`src/rtl/fct_pkg.sv`:
```
package fct_pkg;

  typedef enum logic [2:0] {
    MC_NOP   = 3'd0,
    MC_CODE  = 3'd1,
    MC_WDATA = 3'd2,
    MC_RSTAT = 3'd3,
    MC_RCFG  = 3'd4,
    MC_RCOL  = 3'd5
  } mcmd_e;

  typedef enum logic [2:0] {
    K_ERR, K_PAIR, K_CLR, K_PROG, K_RSTAT, K_RCFG
  } kind_e;

  typedef enum logic [3:0] {
    SQ_IDLE, SQ_C_SETUP, SQ_C_GAP, SQ_C_CONF, SQ_CLR,
    SQ_P_SETUP, SQ_P_DATA, SQ_R_ROW, SQ_R_COL, SQ_R_WAIT, SQ_RESP
  } seq_e;

  localparam logic [7:0] CODE_CLR  = 8'h50;
  localparam logic [7:0] CODE_PROG = 8'h40;

  // Setup bytes that open a two-phase command.
  function automatic logic pair_setup_ok(input logic [7:0] code);
    return (code == 8'h20) || (code == 8'h60) || (code == 8'h30) || (code == 8'hA0);
  endfunction

  function automatic kind_e classify(input logic wr, input logic cmd1, input logic cmd0,
                                     input logic bufs_off, input logic [7:0] setup);
    if (!bufs_off) return K_ERR;
    if (wr) begin
      if (!cmd1) return K_PROG;
      if (setup == CODE_CLR) return K_CLR;
      if (pair_setup_ok(setup)) return K_PAIR;
      return K_ERR;
    end
    if (!cmd0) return K_ERR;
    return cmd1 ? K_RSTAT : K_RCFG;
  endfunction

endpackage

```
`src/rtl/fct_req_decode.sv`:
```
module fct_req_decode
  import fct_pkg::*;
#(
  parameter int ADDR_W   = 32,
  parameter int DATA_W   = 16,
  parameter int CMD1_BIT = 27,
  parameter int CMD0_BIT = 26,
  parameter int BANK_LSB = 21,
  parameter int BANK_W   = 2,
  parameter int ROW_LSB  = 9,
  parameter int ROW_W    = 12,
  parameter int COL_LSB  = 1,
  parameter int COL_W    = 8
) (
  input  logic              write,
  input  logic [ADDR_W-1:0] addr,
  input  logic [DATA_W-1:0] wdata,
  input  logic              bufs_off,
  output kind_e             kind,
  output logic [7:0]        setup,
  output logic [7:0]        confirm,
  output logic [BANK_W-1:0] bank,
  output logic [ROW_W-1:0]  row,
  output logic [COL_W-1:0]  col
);
  assign setup   = wdata[15:8];
  assign confirm = wdata[7:0];
  assign bank    = addr[BANK_LSB +: BANK_W];
  assign row     = addr[ROW_LSB +: ROW_W];
  assign col     = addr[COL_LSB +: COL_W];
  assign kind    = classify(write, addr[CMD1_BIT], addr[CMD0_BIT], bufs_off, setup);

  logic unused_bits;
  assign unused_bits = ^{addr, wdata};
endmodule

```
`src/rtl/fct_seq.sv`:
```
module fct_seq
  import fct_pkg::*;
#(
  parameter int DATA_W = 16,
  parameter int BANK_W = 2,
  parameter int ROW_W  = 12,
  parameter int COL_W  = 8,
  parameter int RD_LAT = 3
) (
  input  logic              clk,
  input  logic              rst_n,
  input  logic              req_valid,
  input  kind_e             d_kind,
  input  logic [7:0]        d_setup,
  input  logic [7:0]        d_confirm,
  input  logic [BANK_W-1:0] d_bank,
  input  logic [ROW_W-1:0]  d_row,
  input  logic [COL_W-1:0]  d_col,
  input  logic [DATA_W-1:0] d_data,
  input  logic [DATA_W-1:0] mem_dq_in,
  output seq_e              state,
  output kind_e             l_kind,
  output logic [7:0]        l_setup,
  output logic [7:0]        l_confirm,
  output logic [BANK_W-1:0] l_bank,
  output logic [ROW_W-1:0]  l_row,
  output logic [COL_W-1:0]  l_col,
  output logic [DATA_W-1:0] l_data,
  output logic              resp_ready,
  output logic              resp_err,
  output logic [DATA_W-1:0] resp_rdata,
  output logic              ev_accept,
  output logic              ev_confirm,
  output logic              ev_clr
);
  localparam int CNT_W = (RD_LAT < 2) ? 1 : $clog2(RD_LAT);
  localparam logic [CNT_W-1:0] CNT_LAST = CNT_W'(RD_LAT - 1);

  seq_e              nxt;
  logic [CNT_W-1:0]  cnt_q;
  logic              err_q;
  logic [DATA_W-1:0] rdata_q;

  assign ev_accept  = (state == SQ_IDLE) && req_valid;
  assign ev_confirm = (state == SQ_C_CONF);
  assign ev_clr     = (state == SQ_CLR);

  always_comb begin
    nxt = state;
    unique case (state)
      SQ_IDLE: if (req_valid) begin
        unique case (d_kind)
          K_PAIR:  nxt = SQ_C_SETUP;
          K_CLR:   nxt = SQ_CLR;
          K_PROG:  nxt = SQ_P_SETUP;
          K_RSTAT: nxt = SQ_R_ROW;
          K_RCFG:  nxt = SQ_R_ROW;
          default: nxt = SQ_RESP;
        endcase
      end
      SQ_C_SETUP: nxt = SQ_C_GAP;
      SQ_C_GAP:   nxt = SQ_C_CONF;
      SQ_C_CONF:  nxt = SQ_RESP;
      SQ_CLR:     nxt = SQ_RESP;
      SQ_P_SETUP: nxt = SQ_P_DATA;
      SQ_P_DATA:  nxt = SQ_RESP;
      SQ_R_ROW:   nxt = (l_kind == K_RCFG) ? SQ_R_COL : SQ_R_WAIT;
      SQ_R_COL:   nxt = SQ_R_WAIT;
      SQ_R_WAIT:  nxt = (cnt_q == CNT_LAST) ? SQ_RESP : SQ_R_WAIT;
      SQ_RESP:    nxt = SQ_IDLE;
      default:    nxt = SQ_IDLE;
    endcase
  end

  always_ff @(posedge clk) begin
    if (!rst_n) begin
      state     <= SQ_IDLE;
      l_kind    <= K_ERR;
      l_setup   <= '0;
      l_confirm <= '0;
      l_bank    <= '0;
      l_row     <= '0;
      l_col     <= '0;
      l_data    <= '0;
      cnt_q     <= '0;
      err_q     <= 1'b0;
      rdata_q   <= '0;
    end else begin
      state <= nxt;
      if (ev_accept) begin
        l_kind    <= d_kind;
        l_setup   <= d_setup;
        l_confirm <= d_confirm;
        l_bank    <= d_bank;
        l_row     <= d_row;
        l_col     <= d_col;
        l_data    <= d_data;
        err_q     <= (d_kind == K_ERR);
        rdata_q   <= '0;
      end
      if (state == SQ_R_WAIT) begin
        cnt_q <= cnt_q + 1'b1;
        if (cnt_q == CNT_LAST) rdata_q <= mem_dq_in;
      end else begin
        cnt_q <= '0;
      end
    end
  end

  assign resp_ready = (state == SQ_RESP);
  assign resp_err   = resp_ready && err_q;
  assign resp_rdata = resp_ready ? rdata_q : '0;

  // a refused request answers in the very next cycle, flagged as error.
  p_err_next_r7: assert property (@(posedge clk) disable iff (!rst_n)
    (ev_accept && d_kind == K_ERR) |=> (resp_ready && resp_err));

  // the response is a single-cycle pulse.
  p_ready_pulse_r9: assert property (@(posedge clk) disable iff (!rst_n)
    resp_ready |=> !resp_ready);

  // no new acceptance while a transfer is in flight.
  p_no_accept_busy_r9: assert property (@(posedge clk) disable iff (!rst_n)
    ev_accept |=> !ev_accept);
endmodule

```
`src/rtl/fct_pins.sv`:
```
module fct_pins
  import fct_pkg::*;
#(
  parameter int DATA_W = 16,
  parameter int BANK_W = 2,
  parameter int ROW_W  = 12,
  parameter int COL_W  = 8
) (
  input  seq_e              state,
  input  kind_e             l_kind,
  input  logic [7:0]        l_setup,
  input  logic [7:0]        l_confirm,
  input  logic [BANK_W-1:0] l_bank,
  input  logic [ROW_W-1:0]  l_row,
  input  logic [COL_W-1:0]  l_col,
  input  logic [DATA_W-1:0] l_data,
  output mcmd_e             cmd,
  output logic [BANK_W-1:0] bank,
  output logic [((ROW_W > COL_W) ? ROW_W : COL_W)-1:0] maddr,
  output logic [DATA_W-1:0] dq,
  output logic              oe
);
  localparam int MADDR_W = (ROW_W > COL_W) ? ROW_W : COL_W;

  function automatic logic [DATA_W-1:0] code_word(input logic [7:0] c);
    return DATA_W'(c);
  endfunction

  always_comb begin
    cmd   = MC_NOP;
    bank  = '0;
    maddr = '0;
    dq    = '0;
    oe    = 1'b0;
    unique case (state)
      SQ_C_SETUP, SQ_C_CONF, SQ_P_SETUP: begin
        cmd   = MC_CODE;
        bank  = l_bank;
        maddr = MADDR_W'(l_row);
        oe    = 1'b1;
        if (state == SQ_C_SETUP)      dq = code_word(l_setup);
        else if (state == SQ_C_CONF)  dq = code_word(l_confirm);
        else                          dq = code_word(CODE_PROG);
      end
      SQ_CLR: begin
        cmd = MC_CODE;
        dq  = code_word(CODE_CLR);
        oe  = 1'b1;
      end
      SQ_P_DATA: begin
        cmd   = MC_WDATA;
        bank  = l_bank;
        maddr = MADDR_W'(l_col);
        dq    = l_data;
        oe    = 1'b1;
      end
      SQ_R_ROW: begin
        cmd   = (l_kind == K_RCFG) ? MC_RCFG : MC_RSTAT;
        bank  = l_bank;
        maddr = MADDR_W'(l_row);
      end
      SQ_R_COL: begin
        cmd   = MC_RCOL;
        bank  = l_bank;
        maddr = MADDR_W'(l_col);
      end
      default: ;
    endcase
  end
endmodule

```
`src/rtl/flash_cmd_xlate.sv`:
```
module flash_cmd_xlate
  import fct_pkg::*;
#(
  parameter int ADDR_W   = 32,
  parameter int DATA_W   = 16,
  parameter int CMD1_BIT = 27,
  parameter int CMD0_BIT = 26,
  parameter int BANK_LSB = 21,
  parameter int BANK_W   = 2,
  parameter int ROW_LSB  = 9,
  parameter int ROW_W    = 12,
  parameter int COL_LSB  = 1,
  parameter int COL_W    = 8,
  parameter int RD_LAT   = 3,
  localparam int MADDR_W = (ROW_W > COL_W) ? ROW_W : COL_W
) (
  input  logic               clk,
  input  logic               rst_n,
  input  logic               req_valid,
  input  logic               req_write,
  input  logic [ADDR_W-1:0]  req_addr,
  input  logic [DATA_W-1:0]  req_wdata,
  input  logic               bufs_disabled,
  output logic [2:0]         mem_cmd,
  output logic [BANK_W-1:0]  mem_bank,
  output logic [MADDR_W-1:0] mem_addr,
  output logic [DATA_W-1:0]  mem_dq_out,
  output logic               mem_dq_oe,
  input  logic [DATA_W-1:0]  mem_dq_in,
  output logic               resp_ready,
  output logic               resp_err,
  output logic [DATA_W-1:0]  resp_rdata
);
  kind_e             d_kind, l_kind;
  logic [7:0]        d_setup, d_confirm, l_setup, l_confirm;
  logic [BANK_W-1:0] d_bank, l_bank;
  logic [ROW_W-1:0]  d_row, l_row;
  logic [COL_W-1:0]  d_col, l_col;
  logic [DATA_W-1:0] l_data;
  seq_e              state;
  mcmd_e             cmd_e;
  logic              ev_accept, ev_confirm, ev_clr;

  fct_req_decode #(
    .ADDR_W(ADDR_W), .DATA_W(DATA_W), .CMD1_BIT(CMD1_BIT), .CMD0_BIT(CMD0_BIT),
    .BANK_LSB(BANK_LSB), .BANK_W(BANK_W), .ROW_LSB(ROW_LSB), .ROW_W(ROW_W),
    .COL_LSB(COL_LSB), .COL_W(COL_W)
  ) u_dec (
    .write(req_write), .addr(req_addr), .wdata(req_wdata), .bufs_off(bufs_disabled),
    .kind(d_kind), .setup(d_setup), .confirm(d_confirm),
    .bank(d_bank), .row(d_row), .col(d_col)
  );

  fct_seq #(
    .DATA_W(DATA_W), .BANK_W(BANK_W), .ROW_W(ROW_W), .COL_W(COL_W), .RD_LAT(RD_LAT)
  ) u_seq (
    .clk(clk), .rst_n(rst_n), .req_valid(req_valid),
    .d_kind(d_kind), .d_setup(d_setup), .d_confirm(d_confirm),
    .d_bank(d_bank), .d_row(d_row), .d_col(d_col), .d_data(req_wdata),
    .mem_dq_in(mem_dq_in), .state(state),
    .l_kind(l_kind), .l_setup(l_setup), .l_confirm(l_confirm),
    .l_bank(l_bank), .l_row(l_row), .l_col(l_col), .l_data(l_data),
    .resp_ready(resp_ready), .resp_err(resp_err), .resp_rdata(resp_rdata),
    .ev_accept(ev_accept), .ev_confirm(ev_confirm), .ev_clr(ev_clr)
  );

  fct_pins #(
    .DATA_W(DATA_W), .BANK_W(BANK_W), .ROW_W(ROW_W), .COL_W(COL_W)
  ) u_pins (
    .state(state), .l_kind(l_kind), .l_setup(l_setup), .l_confirm(l_confirm),
    .l_bank(l_bank), .l_row(l_row), .l_col(l_col), .l_data(l_data),
    .cmd(cmd_e), .bank(mem_bank), .maddr(mem_addr), .dq(mem_dq_out), .oe(mem_dq_oe)
  );

  assign mem_cmd = cmd_e;

  // the confirm code cycle follows one NOP, which follows the setup code cycle.
  p_confirm_spacing_r2: assert property (@(posedge clk) disable iff (!rst_n)
    ev_confirm |-> ($past(mem_cmd) == 3'd0 && $past(mem_cmd, 2) == 3'd1));

  // clear-status drives its fixed code with bank and address at zero.
  p_clr_zero_addr_r3: assert property (@(posedge clk) disable iff (!rst_n)
    ev_clr |-> (mem_bank == '0 && mem_addr == '0 && mem_dq_out == DATA_W'(8'h50)));

  // an error response is preceded by a quiet memory cycle.
  p_quiet_error_r7: assert property (@(posedge clk) disable iff (!rst_n)
    resp_err |-> ($past(mem_cmd) == 3'd0 && mem_cmd == 3'd0));

  // the response never overlaps an issued memory cycle.
  p_resp_no_cmd_r9: assert property (@(posedge clk) disable iff (!rst_n)
    resp_ready |-> (mem_cmd == 3'd0 && !mem_dq_oe));
endmodule

```
`config.mk`:
```
export PLATFORM = sky130hd
export DESIGN_NAME = flash_cmd_xlate
export DESIGN_NICKNAME = d
export VERILOG_FILES = /design/src/rtl/fct_pkg.sv /design/src/rtl/fct_req_decode.sv /design/src/rtl/fct_seq.sv /design/src/rtl/fct_pins.sv /design/src/rtl/flash_cmd_xlate.sv
export SDC_FILE = /design/constraint.sdc
export NUM_CORES = 1
export LEC_CHECK = 0
export ABC_AREA = 1
export BUFFER_PORTS_ARGS = -buffer_cell sky130_fd_sc_hd__buf_2
export CORE_MARGIN = 1.5
export CORE_UTILIZATION = 41
export DETAILED_ROUTE_END_ITERATION = 10
export GPL_TIMING_DRIVEN = 0
export PLACE_DENSITY = 0.67
export SLEW_MARGIN = 20
export SYNTH_ARGS = -nofsm -noshare
export SYNTH_HDL_FRONTEND = slang
export SYNTH_SLANG_ARGS = --single-unit
```
`constraint.sdc`:
```
create_clock -name clk -period 1.43 [get_ports clk]
set_input_delay 0.0715 -clock clk [delete_from_list [all_inputs] [get_ports clk]]
set_output_delay 0.0715 -clock clk [all_outputs]
set_load 0.02 [all_outputs]
```
# == After elaboration in Yosys (flattened, before gate mapping) ==
# Index checks and enable logic that the tools add are counted.
# W data, S select, Z words.
# word_totals
regBits,80
latch_bits,0
ram_bits,0
rom_bits,0
inputBits,69
output_inout_bits,52
elab_cells,98
mem_count,0
# classes
add_sub_neg,1
mul,0
div_mod_pow,0
magnitude_cmp,0
eq_ne,23
shift,0
n_mux,47
bitwise,0
reduce_logical,16
# ops
cell,count
$mux W16,5
$pmux W16 S3,1
$mux W3,13
$pmux W4 S8,1
$pmux W12 S2,1
$mux W1,20
$eq A4 B3 Y1 const B,4
$eq A8 B6 Y1 const B,2
$eq A8 B7 Y1 const B,2
$pmux W4 S4,1
$eq A4 B4 Y1 const B,3
$pmux W3 S4,1
$eq A3 B3 Y1 const B,3
$eq A4 B2 Y1 const B,2
$eq A8 B8 Y1 const B,1
$mux W8,1
$reduce_or A4 Y1,2
$eq A3 B2 Y1 const B,2
$reduce_or A3 Y1,2
$reduce_or A6 Y1,1
$reduce_or A5 Y1,1
$eq A4 B1 Y1 const B,1
$logic_not A4 Y1,1
$mux W2,2
10 further kinds,14

# == Depth between registers and ports, before layout ==
# Gate-level depths: netlist of run 1.
# depth
ltp_word,23
mapped_depth,9
depth_no_buf,9

# == Hierarchy ==
# Synthesis of run 1 repeated with hierarchy kept, for this count alone.
# unflattened
cells_unflattened,613
area_unflattened_um2,4221.5
# by_module_without_submodules
mod,n_inst,cells_each,area_each_um2,seq_area_each_um2
fct_seq,1,433,3280.6,1601.5
fct_pins,1,119,549.3,0.0
fct_req_decode,1,61,391.6,0.0

# == Worst setup path after synthesis of run 1 ==
# No wires, ideal clock.
# synth_timing
path_type,register to output
start,reg u_seq.state[1]
end,out resp_rdata[10]
t_arrival_ns,1.554
required_time_ns,1.359
path_slack_ns,-0.196
path_stages_with_launch,8
path_buffers,1
path_cell_list,dfxtp_1 > inv_2 > nor2_1 > inv_1 > nor2_1 > inv_2 > buf_2 > nor2_1
# synth_between
elab_chain_cells,2
# synth_lines
element,line_no,text
"start, declared",fct_seq.sv:21,"output seq_e state,"
"start signal, assigned",fct_seq.sv:89,state <= nxt;
$eq A4 B4 Y1,fct_seq.sv:110,assign resp_ready = (state == SQ_RESP);
via resp_ready,flash_cmd_xlate.sv:30,"output logic resp_ready,"
$mux W16,fct_seq.sv:112,assign resp_rdata = resp_ready ? rdata_q : '0;
"end, declared",flash_cmd_xlate.sv:32,output logic [DATA_W-1:0] resp_rdata
# The timed path passes the listed nets, and every way through them passes these cells.

# == Worst setup path after layout of run 1 ==
# layout_timing
start,reg u_seq.state[1]
end,out mem_addr[0]
# layout_between
elab_chain_cells,3
word_cells_on_any_way,9
classes_between,eq/ne (6); mux (1); reduce/logical (2)
# layout_lines
element,line_no,text
$eq A4 B2 Y1 (tied with other cells),fct_pins.sv:35,unique case (state)
$reduce_or A4 Y1 (no line) / $reduce_or A2 Y1 (equally long branches),-,
$pmux W12 S2 *,fct_pins.sv:35,
"end, declared",flash_cmd_xlate.sv:26,"output logic [MADDR_W-1:0] mem_addr,"
# Mark *: on every way between the ends. The rest lies on a longest branch, timed or not.

==> flow_summary_export.csv, run 1 <==
group,metric,value,unit
run_status,outcome,"finished with violations",
run_status,violations,"negative setup slack",
global_routing,grt.total_usage,24.40,%
die,die_y,88.40,µm
sta,max_clock_freq,573.3,MHz
power,power_density,1651,nW/µm²
clock_network,path_clk_slew,0.07,ns
clock_network,cts.sinks,64,
detailed_routing,drtPass1Iterations,4,
synthesis,syn_avg_cell_area,6.906,µm²
die,initial_core_util,43.30,%
detailed_routing,drc,0,
placed_design,portBuffers,111,
sta,setup_ws,-0.3143,ns
synthesis,synth_edf_count,0,
global_routing,antenna_found_initial,0,
global_routing,grt_pass1_wl,14.59,mm
layout,finalNetCount,651,
worst_setup_path,ff2ff_setup_slack,-0.22,ns
clock_network,ctsHtreeMaxLevel,3,
layout,syn2layout_area_growth,57.11,%
global_routing,grt_max_degree,11,
worst_setup_path,regToRegEndpoint,"u_seq.l_kind[0]$_SDFFE_PN0P_",
placed_design,dp_hpwl,6.303,mm
die,core_area,6907,µm²
clock_network,clockBufferDepth,2,
global_routing,grt_pass1_vias,3116,
sta,setup_tns,-18.79,ns
sta,setup_violations,109,
detailed_routing,wl,9.821,mm
die,io_pins,121,
sta,finalCriticalPeriod,1.744,ns
detailed_routing,wire_per_inst,14.44,µm
placed_design,place.gp.congestion,0.9346,
die,die_x,88.40,µm
power,vdd.ir_drop.worst,0.0008610,V
worst_setup_path,cp_max_fo,8,
layout,final_layout_size_suffix_gt1_share,40.07,%
layout,diodes,0,
clock_network,numCtsBuffers,9,
layout,fill_cells,605,
detailed_routing,vias_per_cell,5.019,
worst_setup_path,startpoint,"u_seq.state[1]$_SDFFE_PN0P_",
synthesis,mappedNetlistArea,2990,µm²
placed_design,pre_cts_slack,-0.2927,ns
detailed_routing,drtIter0Drc,152,
synthesis,ys_ff_latch,64,
synthesis,yosysSeqAreaShare,42.85,%
hold_path,worstHoldStart,"req_addr[3]",
synthesis,ys.flop_type,"dfxtp_1",
clock_network,clk_latency,0.34,ns
detailed_routing,postRouteAntennaNets,0,
sta,tightest_slew,0.5236,ns
worst_setup_path,crit_required,1.36,ns
detailed_routing,vias,3413,
sta,clock_skew,0.005042,ns
synthesis,ys_types,27,
sta,slew_headroom,65.09,%
clock_network,root_buffer,"clkbuf_8",
worst_setup_path,cp-start-kind,"register",
clock_network,cts_tree,"yes",
synthesis,synth-async-reset-ratio,0,%
die,die_area,7815,µm²
hold_path,hold_class,"in2reg",
run,max_cap_violations,0,
sta,period_share,122.0,%
die,num_rows,30,
sta,finalHoldViolCount,0,
worst_setup_path,crit-reg2reg-launch,"u_seq.state[1]$_SDFFE_PN0P_",
worst_setup_path,cp.arrival,1.67,ns
sta,slew_violations,0,
synthesis,ys.warnings.count,0,
worst_setup_path,endpoint,"mem_addr[0]",
sta,grt_setup_unrepaired,"yes",
worst_setup_path,cp-end-kind,"output pin",
global_routing,overflow,0,
synthesis,synth_cells,433,
power,leakage,2.034,nW
worst_setup_path,reg2reg_depth,8,
worst_setup_path,timing_worst_setup_path_type,"reg2out",
synthesis,syn_nets,503,
## cell usage after synthesis, types with 6 or more instances
cell	n	share of area (%)
inv_1	78	9.8
dfxtp_1	64	43
a21oi_1	61	10
o21ai_0	59	9.9
nor2_1	55	6.9
nand2_1	51	6.4
o22ai_1	14	2.9
clkbuf_1	8	1.0
buf_2	6	1.0
buf_6	6	2.3
inv_2	6	0.75
## timing repair
action | CTS | global route
gates cloned | 1 | 0
endpoints found under the setup margin | 86 | 111
setup buffers | 11 | 7
pin swaps | 8 | 10
resized for setup | 114 | 80
hold buffers | 7 | 0
hold endpoints to repair | 7 | 0
## per-layer routing
metal  global-route usage [%]  part of all wire [%]  up-vias
li1                         -                     -     1681
met1                    31.48                    43     1595
met2                    40.67                    50      118
met3                    4.851                   5.0       19
met4                    8.807                   2.1        0
met5                        0                     0        -
## worst min path at each step
stage,endpoint,cells after the start
after floorplan,u_seq.l_row[10]$_SDFFE_PN0P_,2
after global placement,u_seq.l_row[8]$_SDFFE_PN0P_,3
after detailed placement,u_seq.l_row[8]$_SDFFE_PN0P_,3
after CTS,u_seq.l_data[7]$_SDFFE_PN0P_,3
after global routing,u_seq.l_data[13]$_SDFFE_PN0P_,3
final,u_seq.l_col[2]$_SDFFE_PN0P_,3
## cell type report
cell class | count | area, µm² | area share (%)
inverter | 84 | 335.3 | 7.137
clock buffer | 10 | 137.6 | 2.929
multi-input combinational | 265 | 1620 | 34.49
tap | 96 | 120.1 | 2.557
sequential | 64 | 1296 | 27.59
clock inverter | 4 | 22.52 | 0.4794
timing repair buffer | 137 | 1012 | 21.54
buffer | 20 | 153.9 | 3.276
## critical path: stages (launching register included)
cell	delay (ns)
dfxtp_4	0.37
inv_4	0.08
nor2_4	0.04
inv_4	0.08
nor2_4	0.05
buf_12	0.13
nor2_4	0.27
o22ai_2	0.16
buf_6	0.15
## registers in the layout (all words and copies together), names as in the netlist
signal	flops
u_seq.rdata_q	16
u_seq.l_data	15
u_seq.l_row	12
u_seq.l_col	8
u_seq.state	4
u_seq.l_kind	3
u_seq.cnt_q	2
u_seq.l_bank	2
u_seq.err_q	1
u_seq.l_setup	1
## layout by cell type (no fill, tap or decap), types with 2 or more instances in the layout
master / n
dfxtp_4: 4
clkbuf_4: 2
buf_12: 2
o211ai_1: 2
nor2_2: 5
inv_2: 4
nand2_2: 8
inv_4: 8
nor3_1: 3
nand2_4: 5
o22ai_1: 7
buf_2: 76
nor2_1: 28
inv_1: 72
dlygate4sd3_1: 7
o22ai_2: 7
dfxtp_1: 60
clkbuf_1: 6
buf_6: 40
o21ai_1: 6
nor2_4: 27
nand2_1: 40
a21oi_1: 60
buf_4: 23
o21ai_0: 54
clkbuf_8: 10
clkinv_2: 3
## per-stage QoR
stage          cells  utilization [%]  area [µm²]  total power, mW  hold slack [ns]
2_1_floorplan    433                -        2993            4.368           0.2064
3_3_place_gp     640            53.12        3669            5.146           0.3007
3_5_place_dp     640            53.12        3669            5.182           0.3019
4_1_cts          673            62.97        4349            7.098         0.003604
5_1_grt          680            68.03        4698            8.190          0.01285
6_report         680            68.03        4698            7.758         0.002207
## cell families (layout without fill, tap and decap cells)
family / after synthesis / after routing / synth area share [%]
AOI/OAI and AO/OA: 140 / 140 / 24.43
adders and majority gates: 1 / 1 / 0.4183
buffers and inverters: 104 / 255 / 14.81
DFF: 64 / 64 / 42.85
and+or+nand+nor: 124 / 124 / 17.49
## where the power goes
group,switching [mW],internal (mW)
registers,0.254,2.29
clock network,0.708,0.647
logic,2.35,1.52
total,3.31,4.45
(Power assumes the default switching activity.)
==> run 2, diff against run 1 <==
--- a/config.mk
+++ b/config.mk
@@ -13,5 +13,6 @@
 export GPL_TIMING_DRIVEN = 0
 export PLACE_DENSITY = 0.67
-export SLEW_MARGIN = 20
+export SETUP_SLACK_MARGIN = 0.05
+export SLEW_MARGIN = 10
 export SYNTH_ARGS = -nofsm -noshare
 export SYNTH_HDL_FRONTEND = slang
==> constraint.sdc (replaced) <==
create_clock -name clk -period 1.43 [get_ports clk]
set_input_delay 0.2145 -clock clk [delete_from_list [all_inputs] [get_ports clk]]
set_output_delay 0.2145 -clock clk [all_outputs]
set_load 0.02 [all_outputs]
==> run 2 against run 1 <==
Against the previous run:
- the run still ends with negative setup slack left
- design area increased by 25%
- core utilization is 17 points higher
- sequential cell count stayed put
- register-to-register slack got worse by 0.11 ns
==> flow_summary_export.csv, run 2 (synthesis gave the netlist of run 1 again) <==
group,metric,value,unit
hold_path,hold_class,"in2reg",
worst_setup_path,crit_required,1.22,ns
sta,finalCriticalPeriod,1.943,ns
sta,finalHoldViolCount,0,
detailed_routing,vias,4064,
worst_setup_path,crit_family,"buffers and inverters",
clock_network,root_buffer,"clkbuf_8",
sta,slew_violations,0,
layout,most-common-layout-cells,"inv_1 (70), buf_6 (68), buf_2 (61), dfxtp_1 (60), nor2_4 (35)",
sta,setup_ws,-0.5130,ns
die,die_x,88.40,µm
sta,grt_setup_unrepaired,"yes",
layout,final_layout_size_suffix_gt1_share,58.78,%
placed_design,pre_cts_slack,-0.3812,ns
detailed_routing,drc,0,
layout,final_common_cell,"inv_1",
clock_network,numCtsBuffers,9,
clock_network,cts.sinks,64,
sta,tightest_slew,0.8901,ns
worst_setup_path,critPathSlowestCell,"dfxtp_4",
power,finalPower,11.09,mW
sta,setup_violations,114,
power,vdd.ir_drop.worst,0.001428,V
layout,final_area,5884,µm²
global_routing,antenna_found_initial,0,
placed_design,dp_cells,640,
layout,finalNetCount,674,
die,die_area,7815,µm²
placed_design,dp_hpwl,6.702,mm
global_routing,grt.total_usage,31.21,%
sta,slew_headroom,40.66,%
detailed_routing,postRouteAntennaNets,0,
global_routing,grt_pass1_wl,18.47,mm
die,num_rows,30,
die,initial_core_util,43.30,%
detailed_routing,drtIter0Drc,318,
sta,clock_skew,0.009992,ns
clock_network,ctsHtreeMaxLevel,3,
power,leakage,2.427,nW
layout,largest_reg_flops,16,
layout,diodes,0,
worst_setup_path,slowest_delay,0.37,ns
worst_setup_path,cp.arrival,1.73,ns
die,die_y,88.40,µm
clock_network,cts_tree,"yes",
run,max_cap_violations,0,
layout,largestRegisters,"u_seq.rdata_q: 16 flops, u_seq.l_data: 15 flops, u_seq.l_row: 12 flops",
placed_design,placed_area,3872,µm²
clock_network,clockBufferDepth,2,
layout,syn2layout_area_growth,96.78,%
die,core_area,6907,µm²
run_status,outcome,"finished with violations",
worst_setup_path,cp-start-kind,"register",
layout,top_register,"u_seq.rdata_q",
global_routing,grt_pass1_vias,3726,
sta,max_clock_freq,514.7,MHz
worst_setup_path,cp_num_buf_inv,4,
run_status,violations,"negative setup slack",
worst_setup_path,cp_max_fo,8,
global_routing,grt_max_degree,12,
die,io_pins,121,
worst_setup_path,path_cells,"buf_12 -> nor2_4 -> nand2_4 -> inv_6 -> nor2_4 -> buf_12 -> o22ai_2 -> buf_6",
clock_network,path_clk_slew,0.08,ns
placed_design,portBuffers,111,
placed_design,place.gp.congestion,0.9096,
worst_setup_path,cp-end-kind,"output pin",
layout,stdcell_count,705,
sta,period_share,135.9,%
detailed_routing,wire_per_inst,21.50,µm
detailed_routing,vias_per_cell,5.765,
detailed_routing,drtPass1Iterations,5,
clock_network,clk_latency,0.37,ns
worst_setup_path,timing_worst_setup_path_type,"reg2out",
detailed_routing,wl,15.16,mm
power,power_density,1884,nW/µm²
global_routing,overflow,0,
-- run 2: cell count changes in the layout (fill, tap and decap cells not counted), sizes merged --
cell | before | now
buf | 142 | 172
dlygate4sd3 | 7 | 0
bufinv | 0 | 1
clkbuf | 18 | 19
-- run 2: timing repair --
action / 4_1_cts / 5_1_grt
endpoints found under the setup margin: 102 / 114
hold endpoints to repair: 0 / 0
hold buffers: 0 / 0
resized for setup: 306 / 73
pin swaps: 36 / 12
gates cloned: 8 / 0
setup buffers: 29 / 15
-- run 2: power by group --
part	total (mW)	switching, mW	internal (mW)
registers	2.60	0.313	2.29
logic	6.74	3.68	3.06
clock network	1.75	0.802	0.950
-- run 2: per-layer routing --
metal | wire length [µm] | track usage (%)
met5 | 0 | 0
met4 | 1076 | 16.34
met3 | 1335 | 6.250
met2 | 7448 | 55.38
met1 | 5301 | 35.37
-- run 2: layout make-up --
cell class | instances | area [µm²]
multi-input cells | 265 | 2130
repair buffers | 160 | 1528
flip-flops and latches | 64 | 1296
fillers | 334 | 1022
inverters | 84 | 354.1
plain buffers | 20 | 241.5
clock buffers | 11 | 162.7
well taps | 96 | 120.1
clock inverters | 5 | 52.55
-- run 2: worst register-to-register path, delay by kind of cell, from the launching register on --
kind,cells,cell delay (ns)
simple gates,4,0.45
buf+inv,6,0.77
compound gates,1,0.06
flops,1,0.37
-- run 2: path summary, 6_finish.rpt --
path	from	endpoint	slack (ns)	cells after the start
worst min register to register	u_seq.rdata_q[4]$_SDFF_PN0_	u_seq.rdata_q[4]$_SDFF_PN0_	0.47	2
worst max register to register	u_seq.state[1]$_SDFFE_PN0P_	u_seq.rdata_q[13]$_SDFF_PN0_	-0.33	11
worst max-delay path	u_seq.state[1]$_SDFFE_PN0P_	mem_addr[6]	-0.51	8
worst min-delay path	req_wdata[4]	u_seq.l_data[4]$_SDFFE_PN0P_	0.10	3
-- run 2: metrics by stage --
stage	hold WS, ns	utilization, %	TNS [ns]
after detailed placement	0.4206	56.07	-10.14
after global placement	0.4106	56.07	-9.288
after global routing	0.1151	85.20	-38.89
final	0.1011	85.20	-34.48
after floorplan	0.3494	-	-0.5445
after CTS	0.09559	79.42	-23.30
==> run 3, diff against run 2 <==
==> constraint.sdc (replaced) <==
create_clock -name clk -period 2.5 [get_ports clk]
set_input_delay 0.375 -clock clk [delete_from_list [all_inputs] [get_ports clk]]
set_output_delay 0.375 -clock clk [all_outputs]
set_load 0.05 [all_outputs]
==> run 3 against run 2 <==
Against the previous run:
- the run now ends clean
- largest power group unchanged
- wire length shrank 44%
- critical path depth grew 2
- sequential power shrank 45%
- combinational power shrank 73%
- design area shrank 35%
- power shrank 64%
- worst hold slack gained 0.16 ns
- setup slack gained 0.70 ns
==> flow_summary_export.csv, run 3 (synthesis gave the netlist of run 1 again) <==
group,metric,value,unit
die,die_y,88.40,µm
placed_design,dp_hpwl,6.303,mm
worst_setup_path,cp.arrival,1.93,ns
sta,grt_setup_unrepaired,"no",
global_routing,grt_pass1_wl,13.34,mm
sta,hold_slack,0.2593,ns
power,power_density,1036,nW/µm²
layout,final_common_cell,"buf_2",
layout,most-common-layout-cells,"buf_2 (117), inv_1 (78), dfxtp_1 (63), a21oi_1 (61), o21ai_0 (59)",
detailed_routing,drtPass1Iterations,4,
die,core_area,6907,µm²
clock_network,numCtsBuffers,9,
worst_setup_path,cp-end-kind,"output pin",
placed_design,placed_area,3669,µm²
sta,setup_tns,0,ns
power,vdd.ir_drop.worst,0.0004359,V
worst_setup_path,path_cells,"inv_2 -> nand2_1 -> inv_2 -> nand2_1 -> nand2_2 -> nor2_4 -> inv_2 -> nor3_2 -> nor2_1 -> buf_2",
global_routing,grt_pass1_vias,2810,
power,finalPower,3.976,mW
layout,largestRegisters,"u_seq.rdata_q: 16 flops, u_seq.l_data: 15 flops, u_seq.l_row: 12 flops",
layout,fill_cells,751,
worst_setup_path,crit_required,2.12,ns
layout,syn2layout_area_growth,28.37,%
worst_setup_path,timing_worst_setup_path_type,"reg2out",
detailed_routing,wire_per_inst,12.95,µm
detailed_routing,drtIter0Drc,138,
detailed_routing,vias_per_cell,4.812,
layout,finalNetCount,625,
layout,final_layout_size_suffix_gt1_share,28.14,%
global_routing,grt.total_usage,22.40,%
layout,top_register,"u_seq.rdata_q",
die,num_rows,30,
placed_design,place.gp.congestion,0.9346,
detailed_routing,drc,0,
hold_path,hold_class,"in2reg",
clock_network,path_clk_slew,0.07,ns
clock_network,root_buffer,"clkbuf_8",
clock_network,cts.repair.resized,0,
sta,slew_headroom,67.17,%
clock_network,clk_latency,0.33,ns
power,leakage,1.833,nW
clock_network,ctsHtreeMaxLevel,3,
sta,tightest_slew,0.4924,ns
clock_network,cts_tree,"yes",
sta,slew_violations,0,
sta,max_clock_freq,433.1,MHz
global_routing,overflow,0,
die,die_area,7815,µm²
layout,final_area,3839,µm²
sta,setup_violations,0,
sta,finalHoldViolCount,0,
sta,period_share,92.36,%
placed_design,pre_cts_slack,0.4210,ns
clock_network,clockBufferDepth,2,
layout,largest_reg_flops,16,
die,io_pins,121,
die,die_x,88.40,µm
placed_design,portBuffers,111,
layout,diodes,0,
detailed_routing,vias,3147,
run_status,outcome,"completed",
clock_network,hold_buffers,0,
clock_network,post-cts-setup-buffers,0,
detailed_routing,wl,8.471,mm
worst_setup_path,critPathSlowestCell,"dfxtp_2",
worst_setup_path,cp_max_fo,9,
sta,setup_ws,0.1910,ns
global_routing,grt_max_degree,11,
sta,clock_skew,0.006205,ns
sta,finalCriticalPeriod,2.309,ns
detailed_routing,postRouteAntennaNets,0,
die,initial_core_util,43.30,%
run,max_cap_violations,0,
global_routing,antenna_found_initial,0,
clock_network,cts.sinks,64,
worst_setup_path,crit_path_frequent_cell,"inv_2",
worst_setup_path,cp-start-kind,"register",
worst_setup_path,slowest_delay,0.42,ns
-- run 3: cell count changes in the layout (fill, tap and decap cells not counted), moves of 25 or more --
cell | before | now
a21oi_1 | 32 | 61
a21oi_2 | 28 | 0
buf_2 | 61 | 117
buf_6 | 68 | 6
nand2_1 | 26 | 51
nor2_1 | 18 | 53
nor2_4 | 35 | 3
o21ai_0 | 24 | 59
-- run 3: path summary, 6_finish.rpt --
check                                   start                           to  slack (ns)  cells after the start
hold reg to reg     u_seq.cnt_q[0]$_SDFF_PN0_    u_seq.cnt_q[0]$_SDFF_PN0_        0.43                      1
setup / recovery  u_seq.state[1]$_SDFFE_PN0P_                  mem_bank[1]        0.19                     10
hold / removal                   req_addr[17]  u_seq.l_row[8]$_SDFFE_PN0P_        0.26                      3
setup reg to reg  u_seq.state[0]$_SDFFE_PN0P_  u_seq.l_row[6]$_SDFFE_PN0P_        0.95                      7
-- run 3: report_power, final --
group / internal (mW) / switching, mW / leakage (nW) / total [mW]
combinational: 0.504 / 1.29 / 1.22 / 1.80
clock: 0.370 / 0.385 / 0.0838 / 0.755
sequential: 1.29 / 0.129 / 0.525 / 1.42
total: 2.17 / 1.81 / 1.83 / 3.98
-- run 3: final cells by class --
class	instances	area (µm²)	area share (%)
sequential	64	1282	33.41
multi-input combinational	265	1277	33.28
timing repair buffer	111	555.5	14.47
inverter	84	315.3	8.214
clock buffer	10	137.6	3.585
buffer	20	127.6	3.325
tap	96	120.1	3.129
clock inverter	4	22.52	0.5867
-- run 3: per-layer routing --
| metal | vias up | share of wire, % | global-route usage (%) |
|---|---|---|---|
| met5 | - | 0 | 0 |
| met4 | 0 | 0.86 | 8.097 |
| met3 | 6 | 5.6 | 4.757 |
| met2 | 98 | 47 | 35.25 |
| met1 | 1423 | 47 | 30.44 |
| li1 | 1620 | - | - |
-- run 3: critical path: cells and delay by family (launching register included) --
family / cells / cell delay (ns)
buffers and inverters: 4 / 0.44
DFF: 1 / 0.42
and+or+nand+nor: 6 / 0.74
-- run 3: through the flow --
stage                     cells  util [%]
after CTS                   654     55.43
after global routing        654     55.58
after global placement      640     53.12
after detailed placement    640     53.12
after floorplan             433         -
final                       654     55.58
